`src/rtl/exc_pkg.sv`:
```
package exc_pkg;

  localparam int PSR_W    = 32;
  localparam int NKIND    = 7;
  localparam int NBANK    = 5;
  localparam int BANK_IW  = 3;
  localparam int BIT_I    = 7;
  localparam int BIT_F    = 6;
  localparam int BIT_T    = 5;

  // request kinds, listed in priority order (index 0 wins)
  typedef enum logic [2:0] {
    K_RST  = 3'd0,
    K_DABT = 3'd1,
    K_FIQ  = 3'd2,
    K_IRQ  = 3'd3,
    K_PABT = 3'd4,
    K_UND  = 3'd5,
    K_SWI  = 3'd6
  } exc_kind_e;

  localparam logic [4:0] M_USR = 5'b10000;
  localparam logic [4:0] M_FIQ = 5'b10001;
  localparam logic [4:0] M_IRQ = 5'b10010;
  localparam logic [4:0] M_SVC = 5'b10011;
  localparam logic [4:0] M_ABT = 5'b10111;
  localparam logic [4:0] M_UND = 5'b11011;
  localparam logic [4:0] M_SYS = 5'b11111;

  localparam logic [PSR_W-1:0] RESET_PSR = 32'h0000_00D3;

  function automatic logic [4:0] kind_mode(exc_kind_e k);
    case (k)
      K_RST, K_SWI:   return M_SVC;
      K_DABT, K_PABT: return M_ABT;
      K_FIQ:          return M_FIQ;
      K_IRQ:          return M_IRQ;
      default:        return M_UND;
    endcase
  endfunction

  function automatic logic [7:0] kind_vec(exc_kind_e k);
    case (k)
      K_RST:   return 8'h00;
      K_UND:   return 8'h04;
      K_SWI:   return 8'h08;
      K_PABT:  return 8'h0C;
      K_DABT:  return 8'h10;
      K_IRQ:   return 8'h18;
      default: return 8'h1C;
    endcase
  endfunction

  function automatic logic kind_sets_f(exc_kind_e k);
    return (k == K_RST) || (k == K_FIQ);
  endfunction

  function automatic logic mode_banked(logic [4:0] m);
    return (m == M_FIQ) || (m == M_IRQ) || (m == M_SVC) ||
           (m == M_ABT) || (m == M_UND);
  endfunction

  function automatic logic [BANK_IW-1:0] mode_idx(logic [4:0] m);
    case (m)
      M_FIQ:   return 3'd0;
      M_IRQ:   return 3'd1;
      M_SVC:   return 3'd2;
      M_ABT:   return 3'd3;
      M_UND:   return 3'd4;
      default: return 3'd0;
    endcase
  endfunction

endpackage

```
`src/rtl/exc_arbiter.sv`:
```
module exc_arbiter
  import exc_pkg::*;
#(
  parameter int NK = NKIND
) (
  input  logic          clk,
  input  logic          rst,
  input  logic [NK-1:0] req,
  input  logic          irq_mask,
  input  logic          fiq_mask,
  output logic          valid,
  output exc_kind_e     kind
);

  logic [NK-1:0] eff;
  logic [NK-1:0] grant;

  always_comb begin
    eff = req;
    if (irq_mask) eff[int'(K_IRQ)] = 1'b0;
    if (fiq_mask) eff[int'(K_FIQ)] = 1'b0;
  end

  for (genvar i = 0; i < NK; i++) begin : g_grant
    if (i == 0) begin : g_top
      assign grant[i] = eff[i];
    end else begin : g_rest
      assign grant[i] = eff[i] & ~(|eff[i-1:0]);
    end
  end

  always_comb begin
    kind = K_RST;
    for (int i = 0; i < NK; i++) begin
      if (grant[i]) kind = exc_kind_e'(i[2:0]);
    end
  end

  assign valid = |grant;

  always_comb begin
    assert ($onehot0(grant));
  end

  AST_RST_WINS: assert property (@(posedge clk) disable iff (rst)
    req[int'(K_RST)] |-> (valid && kind == K_RST));

  AST_IRQ_MASKED: assert property (@(posedge clk) disable iff (rst)
    (irq_mask && valid) |-> (kind != K_IRQ));

  AST_FIQ_MASKED: assert property (@(posedge clk) disable iff (rst)
    (fiq_mask && valid) |-> (kind != K_FIQ));

endmodule

```
`src/rtl/exc_bank.sv`:
```
module exc_bank
  import exc_pkg::*;
#(
  parameter int AW = 32,
  parameter int DW = PSR_W,
  parameter int NB = NBANK,
  parameter int IW = BANK_IW
) (
  input  logic          clk,
  input  logic          we,
  input  logic [IW-1:0] widx,
  input  logic [DW-1:0] wpsr,
  input  logic [AW-1:0] wlr,
  input  logic [IW-1:0] ridx,
  output logic [DW-1:0] rpsr,
  output logic [AW-1:0] rlr
);

  logic [DW-1:0] psr_mem [NB];
  logic [AW-1:0] lr_mem  [NB];

  always_ff @(posedge clk) begin
    if (we) begin
      psr_mem[widx] <= wpsr;
      lr_mem[widx]  <= wlr;
    end
  end

  assign rpsr = psr_mem[ridx];
  assign rlr  = lr_mem[ridx];

endmodule

```
`src/rtl/exc_mode_ctrl.sv`:
```
module exc_mode_ctrl
  import exc_pkg::*;
#(
  parameter int AW = 32
) (
  input  logic             clk,
  input  logic             rst,
  input  logic             req_rst,
  input  logic             req_dabt,
  input  logic             req_fiq,
  input  logic             req_irq,
  input  logic             req_pabt,
  input  logic             req_und,
  input  logic             req_swi,
  input  logic             ret_req,
  input  logic [AW-1:0]    pc_in,
  input  logic [PSR_W-1:0] psr_in,
  output logic [AW-1:0]    pc_out,
  output logic [PSR_W-1:0] psr_out,
  output logic             done,
  output logic             err
);

  localparam int VEC_PAD = AW - 8;

  logic [NKIND-1:0]   req_vec;
  logic               exc_valid;
  exc_kind_e          exc_kind;
  logic [4:0]         tgt_mode;
  logic [4:0]         cur_mode;
  logic               ret_ok;
  logic [PSR_W-1:0]   entry_psr;
  logic [AW-1:0]      entry_pc;
  logic [PSR_W-1:0]   bank_psr;
  logic [AW-1:0]      bank_lr;

  assign req_vec = {req_swi, req_und, req_pabt, req_irq, req_fiq, req_dabt, req_rst};

  exc_arbiter #(.NK(NKIND)) u_arb (
    .clk      (clk),
    .rst      (rst),
    .req      (req_vec),
    .irq_mask (psr_in[BIT_I]),
    .fiq_mask (psr_in[BIT_F]),
    .valid    (exc_valid),
    .kind     (exc_kind)
  );

  assign tgt_mode = kind_mode(exc_kind);
  assign cur_mode = psr_in[4:0];
  assign ret_ok   = mode_banked(cur_mode);
  assign entry_pc = {{VEC_PAD{1'b0}}, kind_vec(exc_kind)};

  always_comb begin
    entry_psr        = psr_in;
    entry_psr[BIT_I] = 1'b1;
    if (kind_sets_f(exc_kind)) entry_psr[BIT_F] = 1'b1;
    entry_psr[BIT_T] = 1'b0;
    entry_psr[4:0]   = tgt_mode;
  end

  exc_bank #(.AW(AW), .DW(PSR_W), .NB(NBANK), .IW(BANK_IW)) u_bank (
    .clk  (clk),
    .we   (exc_valid && !rst),
    .widx (mode_idx(tgt_mode)),
    .wpsr (psr_in),
    .wlr  (pc_in),
    .ridx (mode_idx(cur_mode)),
    .rpsr (bank_psr),
    .rlr  (bank_lr)
  );

  always_ff @(posedge clk) begin
    if (rst) begin
      pc_out  <= '0;
      psr_out <= RESET_PSR;
      done    <= 1'b0;
      err     <= 1'b0;
    end else begin
      done <= 1'b0;
      err  <= 1'b0;
      if (exc_valid) begin
        pc_out  <= entry_pc;
        psr_out <= entry_psr;
        done    <= 1'b1;
      end else if (ret_req) begin
        if (ret_ok) begin
          pc_out  <= bank_lr;
          psr_out <= bank_psr;
          done    <= 1'b1;
        end else begin
          err <= 1'b1;
        end
      end
    end
  end

  AST_ENTRY_IMASK: assert property (@(posedge clk) disable iff (rst)
    $past(exc_valid) |-> psr_out[BIT_I]);

  AST_ENTRY_WIDE: assert property (@(posedge clk) disable iff (rst)
    $past(exc_valid) |-> !psr_out[BIT_T]);

  AST_ERR_HOLD: assert property (@(posedge clk) disable iff (rst)
    err |-> ($stable(pc_out) && $stable(psr_out) && !done));

  AST_EXC_BEATS_RET: assert property (@(posedge clk) disable iff (rst)
    $past(exc_valid) |-> !err);

  AST_DONE_PULSE: assert property (@(posedge clk) disable iff (rst)
    (!$past(exc_valid) && !$past(ret_req)) |-> !done);

endmodule

```
`config.mk`:
```
export PLATFORM = sky130hd
export DESIGN_NAME = exc_mode_ctrl
export DESIGN_NICKNAME = d
export VERILOG_FILES = /design/src/rtl/exc_pkg.sv /design/src/rtl/exc_arbiter.sv /design/src/rtl/exc_bank.sv /design/src/rtl/exc_mode_ctrl.sv
export SDC_FILE = /design/constraint.sdc
export NUM_CORES = 1
export LEC_CHECK = 0
export BUFFER_PORTS_ARGS = -buffer_cell sky130_fd_sc_hd__buf_2
export CAP_MARGIN = 15
export CORE_MARGIN = 5
export CORE_UTILIZATION = 64
export DETAILED_ROUTE_END_ITERATION = 6
export PLACE_DENSITY = 0.85
export SLEW_MARGIN = 10
export SYNTH_ARGS = -nofsm -noshare
export SYNTH_HDL_FRONTEND = slang
export SYNTH_HIERARCHICAL = 1
export SYNTH_SLANG_ARGS = --single-unit
export TNS_END_PERCENT = 50
```
`constraint.sdc`:
```
create_clock -name clk -period 16.94 [get_ports clk]
set_clock_uncertainty 0.2 [all_clocks]
set_input_delay 0.847 -clock clk [delete_from_list [all_inputs] [get_ports clk]]
set_output_delay 0.847 -clock clk [all_outputs]
set_load 0.02 [all_outputs]
```
==> out/qor.yml, run 1 <==
status: "finished clean"
synth_cell_types: 51
wl_per_cell_um: 22.92
clock-sinks: 386
layout-drive-gt1-share_pct: 23.95
fin_util_pct: 73.69
grt_pass1_vias: 10029
p_total_mw: 2.080
critPathLaunch: "psr_in[7]"
timing.final.crit_share_pct: 26.90
use_met1_pct: 34.09
grt.busiest_layer: "met2"
crit_type: "input port to flop"
hold_viol: 0
drt_iter0_markers: 912
p_seq_share_pct: 52.5
drtPass1Iterations: 6
syn_area_um2: 15780
synthesis.nets: 1147
cp_data_required_time_ps: 16890
synth_mux_area_share_pct: 4.059
placed_cells: 1472
finalMaxSlewViolations: 0
grt_pass1_wl_um: 55900
slew_headroom_pct: 19.33
synth_top_family_by_area: "compound AO/OA/AOI/OAI gates"
register_area_um2: 10930
critPathLaunchType: "input port"
synth_top_area_share_pct: 60.88
synth_edf_count: 320
yosys_register_bits: 386
dp_hpwl_um: 19410
clock_path_buffers: 3
grt_max_degree: 71
p_switching_mw: 0.4447
die_w_um: 167.0
vias_per_cell: 6.359
drc: 0
synth-compound-area-share_pct: 13.75
syn_avg_cell_area_um2: 14.71
async_flop_share_pct: 0
dominantRegCellSynth: "edfxtp_1"
port_buffers: 139
place_area_um2: 16630
leakage_nw: 6.111
synth.area.top_cells: "edfxtp_1 (61%), dfxtp_1 (8.4%), a211oi_1 (4.2%)"
arrival_ps: 4510
antenna_left: 0
ios: 140
cts.reportedPaths.clkPinSlew_ps: 60
start_util_pct: 64.90
clockPowerShare_pct: 40.9
antenna_found_initial: 6
period_minus_slack_ps: 4557
rows: 57
grt-ovfl-total: 0
cts_setup_buffers: 0
core_region_area_um2: 24320
worst-slew-pin-transition_ps: 1205
setup_viol: 0
grtUsageTotal_pct: 25.16
hold_class: "flop to flop"
grt_use_met3_pct: 5.120
n_fill_cell: 1474
synth_xor_area_share_pct: 0.1110
critPathMaxFanout: 32
nNetsFinal: 1263
synth-simple-area-share_pct: 7.642
syn_to_final_growth_pct: 13.55
die_y_um: 167.0
yosys_warnings: 6
htree_levels: 2
rsz0062_at_grt: "no"
ir_worst_vdd_mv: 0.1040
clkLatencyLatePin_ps: 520
clock-root-buffer: "clkbuf_16"
fmax_mhz: 219.4
vias: 9819
grt_util_met2_pct: 41.93
worstReg2RegEnd: "psr_out[6]"
multi_input_area_um2: 4114
routed_wl_um: 35390
p_int_mw: 1.635
crit_path_end_kind: "flop"
numCtsBuffers: 39
cap_violations: 0
cts_hold_buf: 0
cellPowerDensity_nw_per_um2: 116.0
power_frac_comb_pct: 6.6
ys_seq_area_share_pct: 69.26
switching_share_pct: 21.38
synthCells: 1073
synth_area_leader_cell: "edfxtp_1"
gp_congestion: 0.7974
tritoncts: "built"
reg2reg_from: "u_bank/psr_mem[2][6]"
die_area_um2: 27900
stdcell_count: 1544
final.setup.tns_ps: 0
postLayoutCellArea_um2: 17920
r2r_cells: 6
synthAdderAreaFrac_pct: 0
r2r_slack_ps: 15210
crit_end: "u_bank/psr_mem[4][31]"
cts_resized: 0
layout by cell type (no fill, tap or decap), types with 36 or more instances in the layout:
cell and count:
dfxtp_1 66, inv_1 90, a221oi_1 48, clkbuf_16 41, a211oi_1 89, nor2b_1 67
o21ai_0 36, buf_2 139, edfxtp_1 320, mux2i_1 64, nand3_1 36
cells in the mapped netlist, types with 2 or more instances:
library cell,number
edfxtp_1,320
inv_1,90
a211oi_1,89
nor2b_1,67
dfxtp_1,66
mux2i_1,64
a221oi_1,48
clkbuf_1,45
nand3_1,36
o21ai_0,36
a21oi_1,35
nor4_2,22
a2111oi_2,19
a221oi_2,17
buf_2,13
buf_4,13
nor2_1,13
buf_6,11
nand2b_1,8
nand2_1,7
a2111oi_1,6
nor3_1,6
a31oi_1,4
and2_1,3
nor3b_1,3
o21ai_1,3
o311a_1,3
nor4_1,2
or3b_1,2
worst min-delay path by stage:
| stage | start | endpoint | depth (start not counted) |
|---|---|---|---|
| after floorplan | pc_out[15] | pc_out[15] | 2 |
| after global placement | pc_out[18] | pc_out[18] | 2 |
| after detailed placement | pc_out[29] | pc_out[29] | 2 |
| after CTS | pc_out[27] | pc_out[27] | 2 |
| after global routing | pc_out[11] | pc_out[11] | 2 |
| final | pc_out[27] | pc_out[27] | 2 |
worst max-delay path: stages:
cell	delay, ps
buf_2	130
nand2b_1	260
a311oi_1	920
nand2_1	190
inv_1	200
nor2_1	90
nand2b_1	250
nor3b_2	1020
buf_4	580
power groups by stage:
| stage | logic [mW] | clock network, mW | registers, mW |
|---|---|---|---|
| CTS | 0.137 | 0.860 | 1.09 |
| floorplan | 0.0835 | 0 | 1.12 |
| finish | 0.137 | 0.850 | 1.09 |
| global route | 0.148 | 0.908 | 1.10 |
| global placement | 0.131 | 0 | 1.11 |
| detailed placement | 0.135 | 0 | 1.11 |
state kept, by name (all words and copies together), names as in the netlist:
signal          flops
u_bank/lr_mem     160
u_bank/psr_mem    160
pc_out             32
psr_out            32
done                1
err                 1
cell type report:
type	instances	share of cell area, %
clock inverters	9	0.5585
well taps	324	2.262
repair buffers	159	4.720
multi-input cells	513	22.96
diodes	1	0.01396
inverters	90	1.885
flip-flops and latches	386	60.99
clock buffers	62	6.612
per-stage QoR:
step | hold slack [ps] | setup WS [ps]
global placement | 258.3 | 12160
CTS | 277.2 | 12480
finish | 278.5 | 12380
detailed placement | 267.2 | 11960
global route | 304.2 | 12170
floorplan | 353.6 | 9331
cells by family (layout without fill, tap and decap cells):
family,count (synthesis),count (layout)
other cells,0,1
flops,386,386
simple gates,182,182
buf+inv,174,320
compound gates,265,265
mux,64,64
xor+xnor,2,2
routing by layer:
layer  up-vias  routed length (um)
met3        64                2614
met1      4926               14430
met5         -                  62
met2       419               17620
li1       4400                   -
met4        10                 654
Power figures use the tool's default switching activity.
==> run 2: changes to the inputs <==
--- a/config.mk
+++ b/config.mk
@@ -8,9 +8,9 @@
 export BUFFER_PORTS_ARGS = -buffer_cell sky130_fd_sc_hd__buf_2
 export CAP_MARGIN = 15
 export CORE_MARGIN = 5
-export CORE_UTILIZATION = 64
+export CORE_UTILIZATION = 54
 export DETAILED_ROUTE_END_ITERATION = 6
-export PLACE_DENSITY = 0.85
+export PLACE_DENSITY = 0.76
 export SLEW_MARGIN = 10
 export SYNTH_ARGS = -nofsm -noshare
 export SYNTH_HDL_FRONTEND = slang
==> constraint.sdc (replaced) <==
create_clock -name clk -period 4.1 [get_ports clk]
set_clock_uncertainty 0.2 [all_clocks]
set_input_delay 0.205 -clock clk [delete_from_list [all_inputs] [get_ports clk]]
set_output_delay 0.205 -clock clk [all_outputs]
set_load 0.02 [all_outputs]
==> run 2 against run 1 <==
Worst setup slack lost 11000 ps. Design area grew 5.3%. Non-clock buffer count grew 74. Worst hold slack lost 180 ps. Final cell count grew 8.8%. Sequential power grew to 4.1 times the previous value. Total power grew to 4.2 times the previous value. Die area grew 17%. Register-to-register slack lost 13000 ps. Combinational power grew to 4.7 times the previous value. Clock power grew to 4.2 times the previous value. Sequential share of layout area shrank 3.1 points. Critical endpoint is now u_bank/lr_mem[0][31]. Largest power group unchanged.
==> out/qor.yml, run 2 (synthesis results as in run 1) <==
status: "finished clean"
timing.final.crit_share_pct: 76.79
cap_violations: 0  # unchanged
vias_per_cell: 5.863  # -7.8%
fin_util_pct: 65.59  # -8.1 points
nNetsFinal: 1338  # +5.9%
p_total_mw: 8.761  # +320%
ir_worst_vdd_mv: 0.2935  # +180%
cellPowerDensity_nw_per_um2: 464.1  # +300%
drtPass1Iterations: 5  # -1
htree_levels: 2  # unchanged
clock-root-buffer: "clkbuf_16"
hold_viol: 0  # unchanged
start_util_pct: 54.84  # -10 points
drt_iter0_markers: 775  # -15%
die_y_um: 181.0  # +8.3%
layout-drive-gt1-share_pct: 23.38  # -0.57 points
rows: 62  # +8.8%
final_common_cell: "edfxtp_1"
grt_max_degree: 157  # +120%
clock_path_buffers: 3  # unchanged
hold_class: "input port to flop"
drc: 0  # unchanged
core_region_area_um2: 28780  # +18%
placed_cells: 1538  # +4.5%
wl_per_cell_um: 21.64  # -5.6%
reg.largest.list: "u_bank/lr_mem x160, u_bank/psr_mem x160"
ios: 140  # unchanged
tritoncts: "built"
grtUsageTotal_pct: 21.68  # -3.5 points
finalMaxSlewViolations: 0  # unchanged
critPathMaxFanout: 29  # -9.4%
reg2reg_from: "u_bank/psr_mem[2][6]"
r2r_slack_ps: 2390  # -12820 ps
hold-worst-slack_ps: 98.38  # -180.1 ps
fmax_mhz: 317.6
crit_type: "input port to flop"
cp_data_required_time_ps: 4070  # -12820 ps
dp_hpwl_um: 20690  # +6.6%
crit_end: "u_bank/lr_mem[0][31]"
port_buffers: 139  # unchanged
final.setup.tns_ps: 0  # unchanged
numCtsBuffers: 40  # +2.6%
critPathLaunch: "psr_in[7]"
place_area_um2: 16840  # +1.2%
rsz0062_at_grt: "no"
grt_pass1_vias: 10086  # +0.57%
clkLatencyLatePin_ps: 530  # about the same
period_minus_slack_ps: 3148
die_w_um: 181.0  # +8.3%
setup_viol: 0  # unchanged
routed_wl_um: 36350  # +2.7%
stdcell_count: 1680  # +8.8%
dp_slack_ps: 991.9  # -10970 ps
postLayoutCellArea_um2: 18880  # +5.3%
slew_headroom_pct: 36.13  # +17 points
die_area_um2: 32750  # +17%
syn_to_final_growth_pct: 19.61
leakage_nw: 6.481  # +6.1%
r2r_cells: 6  # unchanged
cts_setup_buffers: 0  # unchanged
crit_path_end_kind: "flop"
worst-slew-pin-transition_ps: 958.1  # -246.7 ps
antenna_left: 0  # unchanged
layout_setup_ws_ps: 951.7  # -11430 ps
arrival_ps: 3120  # -1390 ps
grt-ovfl-total: 0  # unchanged
antenna_found_initial: 0  # -6
clock-sinks: 386  # unchanged
cts.reportedPaths.clkPinSlew_ps: 60  # about the same
grt_pass1_wl_um: 56620  # +1.3%
antennaDiodeCount: 0  # -1
worstReg2RegEnd: "psr_out[6]"
vias: 9849  # +0.31%
final_cell_mix: "edfxtp_1 (320), buf_2 (139), inv_1 (90), a211oi_1 (89)"
critPathLaunchType: "input port"
gp_congestion: 0.7725  # -3.1%
-- run 2: cell count changes in the layout (fill, tap and decap cells not counted), sizes merged --
| cell | delta |
|---|---|
| clkinv | +3 |
| buf | +7 |
| dlygate4sd3 | +67 |
| clkbuf | -1 |
| bufinv | -1 |
| clkinvlp | +1 |
| diode | -1 |
| inv | +1 |
-- run 2: what timing repair did --
item | CTS | global route
hold endpoints to repair | 346 | 0
hold buffers | 67 | 0
gates resized for setup | 0 | 0
-- run 2: critical path, cell delays in order --
cell and delay (ps):
dlygate4sd3_1 530, buf_2 150, nand2b_1 270, a311oi_1 320, buf_4 190, nand2_1 90
inv_1 240, nor2_1 100, nand2b_1 290, nor3_4 260, buf_4 430
-- run 2: how the worst min path moves through the flow --
stage          startpoint                  end  depth (start not counted)
5_1_grt           req_rst           psr_out[3]                          6
3_5_place_dp     pc_in[5]  u_bank/lr_mem[0][5]                          1
2_1_floorplan   psr_in[4]                  err                          1
4_1_cts           req_rst           psr_out[3]                          6
3_3_place_gp     pc_in[2]  u_bank/lr_mem[2][2]                          1
6_report          req_rst           psr_out[3]                          6
-- run 2: cell type report --
type,count,area (um2)
Clock inverter,13,97.59
Fill cell,2029,9903
Timing Repair Buffer,233,1652
Sequential cell,386,10930
Clock buffer,61,1245
Tap cell,384,480.5
Inverter,90,337.8
Multi-Input combinational cell,513,4134
-- run 2: where the power goes --
group / total, mW / internal (mW) / switching, mW
logic: 0.644 / 0.239 / 0.405
clock network: 3.61 / 2.16 / 1.44
registers: 4.51 / 4.46 / 0.0490
total: 8.76 / 6.86 / 1.90
-- run 2: routing by layer --
metal  vias to the layer above  GRT usage [%]  share of wire [%]
met5                         -              0                  0
met4                         0          5.974                2.1
met3                        52          3.821                6.3
met2                       341          35.74                 48
met1                      4912          30.09                 43
li1                       4544              -                  -
==> run 3: changes to the inputs <==
==> constraint.sdc (replaced) <==
create_clock -name clk -period 2.56 [get_ports clk]
set_clock_uncertainty 0.2 [all_clocks]
set_input_delay 0.128 -clock clk [delete_from_list [all_inputs] [get_ports clk]]
set_output_delay 0.128 -clock clk [all_outputs]
set_load 0.02 [all_outputs]
==> run 3 against run 2 <==
Utilization up 2.1 points. Global-route usage up 0.86 points. Flip-flop and latch count unchanged. Highest routed layer is now met5. Final cell count up 2.4%. Register-to-register slack worse by 1500 ps. Sequential share of layout area down 1.8 points. Die area unchanged. Via count up 2.7%. Combinational power up 79%. Non-clock buffer count up 42.
==> out/qor.yml, run 3 (synthesis results as in run 1) <==
p_seq_share_pct: 52.3  # +0.8 points
met3_length_um: 2360  # +3.1%
clockPowerShare_pct: 39.3  # -1.9 points
antennaDiodeCount: 0  # unchanged
cap_violations: 0  # unchanged
die_area_um2: 32750  # unchanged
clock_path_buffers: 3  # unchanged
power_frac_comb_pct: 8.4  # +1.0 points
p_int_mw: 10.72  # +56%
nNetsFinal: 1379  # +3.1%
status: "finished clean"
critPathLaunchType: "input port"
port_buffers: 139  # unchanged
layout_setup_ws_ps: 49.33  # -902.4 ps
gp_congestion: 0.7623  # -1.3%
ir_worst_vdd_mv: 0.6386  # +120%
vias: 10113  # +2.7%
cp_data_required_time_ps: 2760  # -1310 ps
switching_share_pct: 22.39  # +0.73 points
critPathMaxFanout: 37  # +28%
antenna_found_initial: 2  # +2
fin_util_pct: 67.72  # +2.1 points
drc: 0  # unchanged
drtPass1Iterations: 5  # unchanged
register_area_um2: 10930  # unchanged
stdcell_count: 1720  # +2.4%
timing.final.crit_share_pct: 98.07
grt_pass1_vias: 10296  # +2.1%
die_w_um: 181.0  # unchanged
die_y_um: 181.0  # unchanged
highest_layer: "met5"
syn_to_final_growth_pct: 23.48
final_cell_mix: "edfxtp_1 (320), buf_2 (139), inv_1 (89), a211oi_1 (89), dlygate4sd3_1 (67)"
n_fill_cell: 1905  # -6.1%
multi_input_area_um2: 4255  # +2.9%
numCtsBuffers: 39  # -2.5%
arrival_ps: 2710  # -410 ps
grt_max_degree: 93  # -41%
final.setup.tns_ps: 0  # unchanged
p_switching_mw: 3.092  # +63%
clock-root-buffer: "clkbuf_16"
grt-ovfl-total: 0  # unchanged
leakage_nw: 6.757  # +4.3%
setup_viol: 0  # unchanged
crit_type: "input port to flop"
start_util_pct: 54.84  # unchanged
clock-sinks: 386  # unchanged
tritoncts: "built"
worst-slew-pin-transition_ps: 1016  # +57.66 ps
wl_met2_um: 19190  # +9.4%
reg.largest.list: "u_bank/lr_mem x160, u_bank/psr_mem x160"
postLayoutCellArea_um2: 19490  # +3.2%
clkLatencyLatePin_ps: 540  # about the same
ios: 140  # unchanged
fmax_mhz: 398.3
cellPowerDensity_nw_per_um2: 708.6  # +53%
htree_levels: 2  # unchanged
layout-drive-gt1-share_pct: 26.65  # +3.3 points
dp_hpwl_um: 22320  # +7.9%
rows: 62  # unchanged
cts.reportedPaths.clkPinSlew_ps: 60  # about the same
place_area_um2: 17470  # +3.8%
vias_per_cell: 5.880  # +0.29%
antenna_left: 0  # unchanged
dp_slack_ps: -60.27  # -1052 ps
slew_headroom_pct: 32.13  # -4.0 points
period_minus_slack_ps: 2511
wl_per_cell_um: 22.09  # +2.1%
core_region_area_um2: 28780  # unchanged
hold_viol: 0  # unchanged
hold_class: "input port to flop"
final_common_cell: "edfxtp_1"
rsz0062_at_grt: "yes"
wl_met1_um: 15700  # -0.29%
grt_pass1_wl_um: 58770  # +3.8%
routed_wl_um: 37990  # +4.5%
placed_cells: 1572  # +2.2%
finalMaxSlewViolations: 0  # unchanged
crit_path_end_kind: "flop"
drt_iter0_markers: 928  # +20%
grtUsageTotal_pct: 22.54  # +0.86 points
## run 3: power groups by stage
stage | Combinational, mW | Sequential (mW) | Clock [mW]
after CTS | 1.12 | 7.23 | 5.53
after detailed placement | 1.03 | 7.36 | 0
after global placement | 1.00 | 7.34 | 0
final | 1.15 | 7.23 | 5.43
after floorplan | 0.579 | 7.38 | 0
after global routing | 1.24 | 7.25 | 5.79
## run 3: final timing paths
kind / cells after the start / start / endpoint / slack [ps]
worst max register to register: 6 / u_bank/psr_mem[2][6] / psr_out[6] / 860
worst max-delay path: 9 / psr_in[2] / psr_out[6] / 50
worst min-delay path: 7 / req_dabt / psr_out[1] / 130
worst min register to register: 2 / pc_out[10] / pc_out[10] / 270
## run 3: final cells by class
| type | count | area share, % |
|---|---|---|
| Sequential cell | 386 | 56.09 |
| Multi-Input combinational cell | 513 | 21.83 |
| Timing Repair Buffer | 275 | 11.63 |
| Clock buffer | 54 | 5.399 |
| Tap cell | 384 | 2.465 |
| Inverter | 90 | 1.759 |
| Clock inverter | 18 | 0.8282 |
## run 3: routing by layer
layer  global-route usage [%]  up-vias
met3                    4.223       65
li1                         -     4626
met5                        0        -
met2                    39.35      332
met4                    4.983        4
met1                    29.69     5086
## run 3: metrics by stage
stage                     power (mW)  hold WS (ps)
after floorplan                7.955         14.97
after global placement         8.341         152.8
after detailed placement       8.389         158.7
after CTS                      13.88         39.91
after global routing           14.27         151.4
final                          13.81         131.2
## run 3: repair_timing
item | in CTS | in global routing
gates resized for setup | 0 | 11
setup endpoints to repair | 0 | 214
buffers inserted | 0 | 7
hold buffers | 67 | 0
endpoints found under the hold margin | 349 | 0
## run 3: worst max-delay path: stages
cell	delay [ps]
dlygate4sd3_1	530
buf_2	200
nor4bb_4	390
buf_4	190
buf_4	460
a221oi_1	180
or3_1	390
nor3_1	180
a221oi_2	50
